<file path="src/rtl/irq_status_pkg.sv">
package irq_status_pkg;

    localparam int STAT_W     = 32;
    localparam int EDGE_N     = 5;
    localparam int EDGE_LSB   = 27;

    localparam int BIT_WR_TMO = 23;
    localparam int BIT_WR_ERR = 22;
    localparam int BIT_RD_TMO = 21;
    localparam int BIT_RD_ERR = 20;
    localparam int BIT_RX_OVF = 18;
    localparam int BIT_TX_LOW = 17;

    localparam logic [7:0] OFS_THRESH = 8'h08;
    localparam logic [7:0] OFS_STATUS = 8'h0C;
    localparam logic [7:0] OFS_MASK   = 8'h10;

    // bits that carry a source and obey write-one-to-clear
    localparam logic [STAT_W-1:0] SRC_BITS  = 32'hF8F6_0000;
    // plain storage bits inside the status word
    localparam logic [STAT_W-1:0] STORE_BITS = 32'h0708_0000;

    typedef struct packed {
        logic status;
        logic mask;
        logic thresh;
    } wr_sel_t;

endpackage

</file>
<file path="src/rtl/irq_edge_detect.sv">
module irq_edge_detect #(
    parameter int          N       = 5,
    parameter logic [N-1:0] RST_LVL = '1
) (
    input  logic         clk,
    input  logic         rst_n,
    input  logic [N-1:0] sig_i,
    output logic [N-1:0] chg_o
);

    typedef struct packed {
        logic [N-1:0] prev;
    } edge_state_t;

    edge_state_t st_d, st_q;

    always_comb begin
        st_d      = st_q;
        st_d.prev = sig_i;
    end

    always_ff @(posedge clk or negedge rst_n) begin
        if (!rst_n) begin
            st_q.prev <= RST_LVL;
        end else begin
            st_q <= st_d;
        end
    end

    generate
        for (genvar k = 0; k < N; k++) begin : g_chg
            assign chg_o[k] = sig_i[k] ^ st_q.prev[k];
        end
    endgenerate

endmodule

</file>
<file path="src/rtl/irq_level_cmp.sv">
module irq_level_cmp #(
    parameter int LVL_W = 8
) (
    input  logic [LVL_W-1:0] level_i,
    input  logic [LVL_W-1:0] thresh_i,
    output logic             below_o
);

    always_comb begin
        below_o = (level_i < thresh_i);
    end

endmodule

</file>
<file path="src/rtl/irq_reg_access.sv">
module irq_reg_access
    import irq_status_pkg::*;
#(
    parameter int ADDR_W = 8,
    parameter int LVL_W  = 8
) (
    input  logic [ADDR_W-1:0] addr_i,
    input  logic              we_i,
    input  logic [STAT_W-1:0] status_i,
    input  logic [STAT_W-1:0] mask_i,
    input  logic [LVL_W-1:0]  thresh_i,
    output wr_sel_t           sel_o,
    output logic [STAT_W-1:0] rdata_o
);

    localparam logic [ADDR_W-1:0] A_THRESH = ADDR_W'(OFS_THRESH);
    localparam logic [ADDR_W-1:0] A_STATUS = ADDR_W'(OFS_STATUS);
    localparam logic [ADDR_W-1:0] A_MASK   = ADDR_W'(OFS_MASK);
    localparam int                PAD_W    = STAT_W - LVL_W;

    always_comb begin
        sel_o        = '0;
        sel_o.status = we_i && (addr_i == A_STATUS);
        sel_o.mask   = we_i && (addr_i == A_MASK);
        sel_o.thresh = we_i && (addr_i == A_THRESH);
    end

    always_comb begin
        unique case (addr_i)
            A_STATUS: rdata_o = status_i;
            A_MASK:   rdata_o = mask_i;
            A_THRESH: rdata_o = {{PAD_W{1'b0}}, thresh_i};
            default:  rdata_o = '0;
        endcase
    end

endmodule

</file>
<file path="src/rtl/irq_status_regs.sv">
module irq_status_regs
    import irq_status_pkg::*;
#(
    parameter int LVL_W = 8
) (
    input  logic              clk,
    input  logic              rst_n,
    input  wr_sel_t           sel_i,
    input  logic [STAT_W-1:0] wdata_i,
    input  logic [STAT_W-1:0] set_i,
    output logic [STAT_W-1:0] status_o,
    output logic [STAT_W-1:0] mask_o,
    output logic [LVL_W-1:0]  thresh_o,
    output logic              irq_o
);

    typedef struct packed {
        logic [STAT_W-1:0] status;
        logic [STAT_W-1:0] mask;
        logic [LVL_W-1:0]  thresh;
    } reg_state_t;

    reg_state_t st_d, st_q;
    logic [STAT_W-1:0] clr_d;
    logic [STAT_W-1:0] src_d;
    logic [STAT_W-1:0] store_d;

    always_comb begin
        st_d = st_q;

        clr_d = sel_i.status ? (wdata_i & SRC_BITS) : '0;
        // a set in this cycle overrides the clear
        src_d = ((st_q.status & ~clr_d) | set_i) & SRC_BITS;

        store_d = sel_i.status ? (wdata_i & STORE_BITS)
                               : (st_q.status & STORE_BITS);

        st_d.status = src_d | store_d;

        if (sel_i.mask) begin
            st_d.mask = wdata_i;
        end
        if (sel_i.thresh) begin
            st_d.thresh = wdata_i[LVL_W-1:0];
        end
    end

    always_ff @(posedge clk or negedge rst_n) begin
        if (!rst_n) begin
            st_q.status <= '0;
            st_q.mask   <= '1;
            st_q.thresh <= '0;
        end else begin
            st_q <= st_d;
        end
    end

    assign status_o = st_q.status;
    assign mask_o   = st_q.mask;
    assign thresh_o = st_q.thresh;
    assign irq_o    = |(st_q.status & ~st_q.mask);

endmodule

</file>
<file path="src/rtl/irq_status_unit.sv">
module irq_status_unit
    import irq_status_pkg::*;
#(
    parameter int          ADDR_W       = 8,
    parameter int          LVL_W        = 8,
    parameter logic [4:0]  EDGE_RST_LVL = 5'b11111
) (
    input  logic              clk,
    input  logic              rst_n,
    input  logic [4:0]        edge_src_i,
    input  logic              wr_tmo_i,
    input  logic              wr_err_i,
    input  logic              rd_tmo_i,
    input  logic              rd_err_i,
    input  logic              rx_ovf_i,
    input  logic [LVL_W-1:0]  tx_level_i,
    input  logic [ADDR_W-1:0] reg_addr_i,
    input  logic [31:0]       reg_wdata_i,
    input  logic              reg_we_i,
    output logic [31:0]       reg_rdata_o,
    output logic [31:0]       status_o,
    output logic [31:0]       mask_o,
    output logic              irq_o
);

    logic [EDGE_N-1:0] edge_chg;
    logic              tx_below;
    logic [LVL_W-1:0]  thresh;
    logic [STAT_W-1:0] set_vec;
    wr_sel_t           wr_sel;

    irq_edge_detect #(
        .N       (EDGE_N),
        .RST_LVL (EDGE_RST_LVL)
    ) u_edge (
        .clk   (clk),
        .rst_n (rst_n),
        .sig_i (edge_src_i),
        .chg_o (edge_chg)
    );

    irq_level_cmp #(
        .LVL_W (LVL_W)
    ) u_cmp (
        .level_i  (tx_level_i),
        .thresh_i (thresh),
        .below_o  (tx_below)
    );

    always_comb begin
        set_vec             = '0;
        set_vec[BIT_WR_TMO] = wr_tmo_i;
        set_vec[BIT_WR_ERR] = wr_err_i;
        set_vec[BIT_RD_TMO] = rd_tmo_i;
        set_vec[BIT_RD_ERR] = rd_err_i;
        set_vec[BIT_RX_OVF] = rx_ovf_i;
        set_vec[BIT_TX_LOW] = tx_below;
        for (int k = 0; k < EDGE_N; k++) begin
            set_vec[EDGE_LSB + k] = edge_chg[k];
        end
    end

    irq_reg_access #(
        .ADDR_W (ADDR_W),
        .LVL_W  (LVL_W)
    ) u_acc (
        .addr_i   (reg_addr_i),
        .we_i     (reg_we_i),
        .status_i (status_o),
        .mask_i   (mask_o),
        .thresh_i (thresh),
        .sel_o    (wr_sel),
        .rdata_o  (reg_rdata_o)
    );

    irq_status_regs #(
        .LVL_W (LVL_W)
    ) u_regs (
        .clk      (clk),
        .rst_n    (rst_n),
        .sel_i    (wr_sel),
        .wdata_i  (reg_wdata_i),
        .set_i    (set_vec),
        .status_o (status_o),
        .mask_o   (mask_o),
        .thresh_o (thresh),
        .irq_o    (irq_o)
    );

endmodule

</file>
<file path="config.mk">
export PLATFORM = sky130hd
export DESIGN_NAME = irq_status_unit
export DESIGN_NICKNAME = d
export VERILOG_FILES = /design/src/rtl/irq_status_pkg.sv /design/src/rtl/irq_edge_detect.sv /design/src/rtl/irq_level_cmp.sv /design/src/rtl/irq_reg_access.sv /design/src/rtl/irq_status_regs.sv /design/src/rtl/irq_status_unit.sv
export SDC_FILE = /design/constraint.sdc
export NUM_CORES = 1
export LEC_CHECK = 0
export BUFFER_PORTS_ARGS = -buffer_cell sky130_fd_sc_hd__buf_4
export CAP_MARGIN = 20
export CORE_ASPECT_RATIO = 1.4
export CORE_UTILIZATION = 45
export CTS_BUF_LIST = sky130_fd_sc_hd__clkbuf_16
export DETAILED_ROUTE_END_ITERATION = 10
export GPL_TIMING_DRIVEN = 0
export PLACE_DENSITY = 0.84
export RECOVER_POWER = 25
export SLEW_MARGIN = 20
export SYNTH_ARGS = -nofsm -noshare
export SYNTH_HDL_FRONTEND = slang
export SYNTH_SLANG_ARGS = --single-unit
</file>
<file path="constraint.sdc">
create_clock -name clk -period 2.3 [get_ports clk]
set_input_delay 0.345 -clock clk [delete_from_list [all_inputs] [get_ports clk]]
set_output_delay 0.345 -clock clk [all_outputs]
set_load 0.005 [all_outputs]
</file>
==> metrics.txt <==
cell taking the most area after synthesis dfstp_2; CP Capture Type output pin; post-synthesis sequential element count 60; Vias per Instance 4.916; MaxCap Viol Count 0; Clk Latency, worst-skew pair 0.32 ns; sequential-to-total area share from yosys stat 0.4809; ANT nets after route 0; CP peak stage delay 0.36 ns; syn avg cell area 12.62 µm²; Hold WC Path Type input port to flip-flop; worst setup path class input port to output pin; CP Launch Type input port; Layout Cell Area excl Fill 0.004725 mm²; CTS Buffer Depth 2; Worst Hold Slack 0.1242 ns; relative slew slack 0.02804; outcome finished, final reports clean; largest net degree at the start of global routing 61; wire length per cell 16.03 µm; final setup fails 0; WP data arrival 1.86 ns; Yosys warnings 0; drt drc 0; width of the die 73.47 µm; CTS tree yes; # nets final 491; fraction of layout cells with a size suffix above 1 0.6121; pre-CTS WS -0.4675 ns; num rows 36; H-tree lvl count 3; CP cell instances buf_4, nor4_4, nand2b_4, nor3b_2, clkbuf_4, a22o_1, buf_4; placed cell areas 0.004448 mm²; Lkg Pwr 2.403 nW; RSZ-0062 raised after global routing false; routed via count 2571; Final Worst Setup Slack 0.09572 ns; Pwr per Cell Area 554.2 mW/mm²; ranking of synthesized cells by area dfstp_2, dfrtp_1, mux2_4, a22o_1, mux2_2; worst path required time 1.96 ns; n_diodes 0; placed instance count 506; post-route insts no fill 523; Final period util 0.9584; TNS Setup 0 ns; first-pass GRT wire length 12850 µm; vias in the first global route 2635; core area 0.006937 mm²; slowest stage cell, crit path nor3b_2; clock skew 0.01116 ns; Post-Synthesis Cells 255; total gr overflow 0; Area Growth Syn to Fin 46.81%; Slew @ Worst Pin 1.458 ns; DP HPWL 6336 µm; Port-buffer cells 140; cell mode on critical path buf_4; clock root buffer clkbuf_16; Die H 102.1 µm; Tot GR Track Use 0.2321; worst-path maximum fanout 10; min Tclk post-route 2.204 ns; top cell type's share of synthesized area 0.3021; WL final 8382 µm; Post-Syn Area 0.003218 mm²; I/O Pins 158; Initial Util 0.4639; Slew Limit Fails 0; Hold Fails Final Rpt 0; Max Clk Rate 0.4537 GHz; gp weighted congestion 0.7552; TritonCTS Sinks 60; initial antenna violation count 0; cts hold-fix bufs 0; First-pass DRT Iterations 4; final core occ 0.6811; synth unique cells 35; DR iter-0 viols 81; Final Power 2.618 mW; Reg clk slew, reported paths 0.05 ns; TritonCTS Buffers 9; Die ar. 0.007498 mm²; VDD IR-drop max 0.4131 mV
## timing repair
action	4_1_cts	5_1_grt
buffers inserted	1	0
cloned	0	0
gates resized for setup	8	3
endpoints found under the setup margin	30	12
pin swaps	1	0
## registers in the layout, indices dropped and copies added, names as in the netlist
name	count
u_regs.mask_o	32
u_regs.status_o	15
u_regs.thresh_o	8
u_edge.st_q	5
## where the power goes
part | internal (mW) | switching, mW | leakage (nW)
sequential | 1.13 | 0.0391 | 0.636
clock | 0.712 | 0.446 | 0.135
combinational | 0.182 | 0.112 | 1.63
total | 2.02 | 0.597 | 2.40
## cell type report
class	instances	area [µm²]
Buffer	27	235.2
Clock buffer	9	225.2
Clock inverter	7	37.54
Multi-Input combinational cell	161	1436
Sequential cell	60	1548
Inverter	23	86.33
Tap cell	95	118.9
Timing Repair Buffer	141	1037
Fill cell	572	2212
## logic make-up after synthesis
kind of cell / count (synthesis) / synth area share
mux: 42 / 0.1820
buf+inv: 50 / 0.09603
flops: 60 / 0.4809
simple gates: 41 / 0.08281
compound gates: 49 / 0.1162
other cells: 1 / 0.001165
xor+xnor: 5 / 0.01361
fa+ha+maj: 7 / 0.02721
## worst paths after layout
path | from | to | slack (ns) | depth (start not counted)
worst max register to register | u_regs.thresh_o[7]$_DFFE_PN0P_ | u_regs.status_o[17]$_DFF_PN0_ | 0.95 | 6
min in group asynchronous | rst_n | u_regs.status_o[26]$_DFFE_PN0N_ | 0.35 | 1
worst min-delay path | edge_src_i[4] | u_edge.st_q[4]$_DFF_PN1_ | 0.12 | 1
max in group asynchronous | rst_n | u_regs.status_o[19]$_DFFE_PN0N_ | 1.04 | 1
worst max-delay path | reg_addr_i[2] | reg_rdata_o[28] | 0.1 | 7
worst min register to register | u_regs.thresh_o[0]$_DFFE_PN0P_ | u_regs.thresh_o[0]$_DFFE_PN0P_ | 0.53 | 1
## layer usage
| metal | global-route usage | wire length (µm) | vias to the layer above |
|---|---|---|---|
| met5 | 0 | 0 | - |
| met2 | 0.4192 | 4641 | 100 |
| met4 | 0.08580 | 103 | 0 |
| met3 | 0.05325 | 493 | 8 |
| met1 | 0.2629 | 3144 | 1266 |
| li1 | - | - | 1197 |
## layout by cell type (no fill, tap or decap), drive strengths merged, types with 7 or more instances in the layout
| cell | n |
|---|---|
| ha | 7 |
| dfstp | 37 |
| mux2 | 42 |
| clkbuf | 20 |
| nand2 | 15 |
| dfrtp | 23 |
| inv | 25 |
| a22o | 23 |
| buf | 157 |
| and2 | 9 |
| a21o | 11 |
| conb | 17 |
## cell usage after synthesis
master     n
a21o_1    11
or3_1      1
nand2b_1   1
a22o_1    23
and2_1     9
nor2_1     3
clkbuf_1   5
nand2_1   15
buf_2      1
buf_12     3
o21ai_0    5
buf_6      1
mux2_2    12
ha_1       7
a21oi_1    3
xor2_1     5
mux2_4    30
nor4_1     1
nor3b_1    2
inv_1     23
or4b_4     1
dfstp_2   37
buf_4     17
or4b_1     1
nor4_4     2
nor3_2     1
or2_4      1
nand3_1    1
nor3_1     1
o22ai_1    5
a221oi_1   1
conb_1     1
dfrtp_1   23
nand2b_4   1
a222oi_1   1
## critical path: cells and delay by family
family                 cells  cell delay (ns)
AND/OR/NAND/NOR            3             0.79
AO/OA/AOI/OAI              1             0.16
buffers and inverters      3             0.55
No activity file was read; power rests on OpenSTA's default activity.
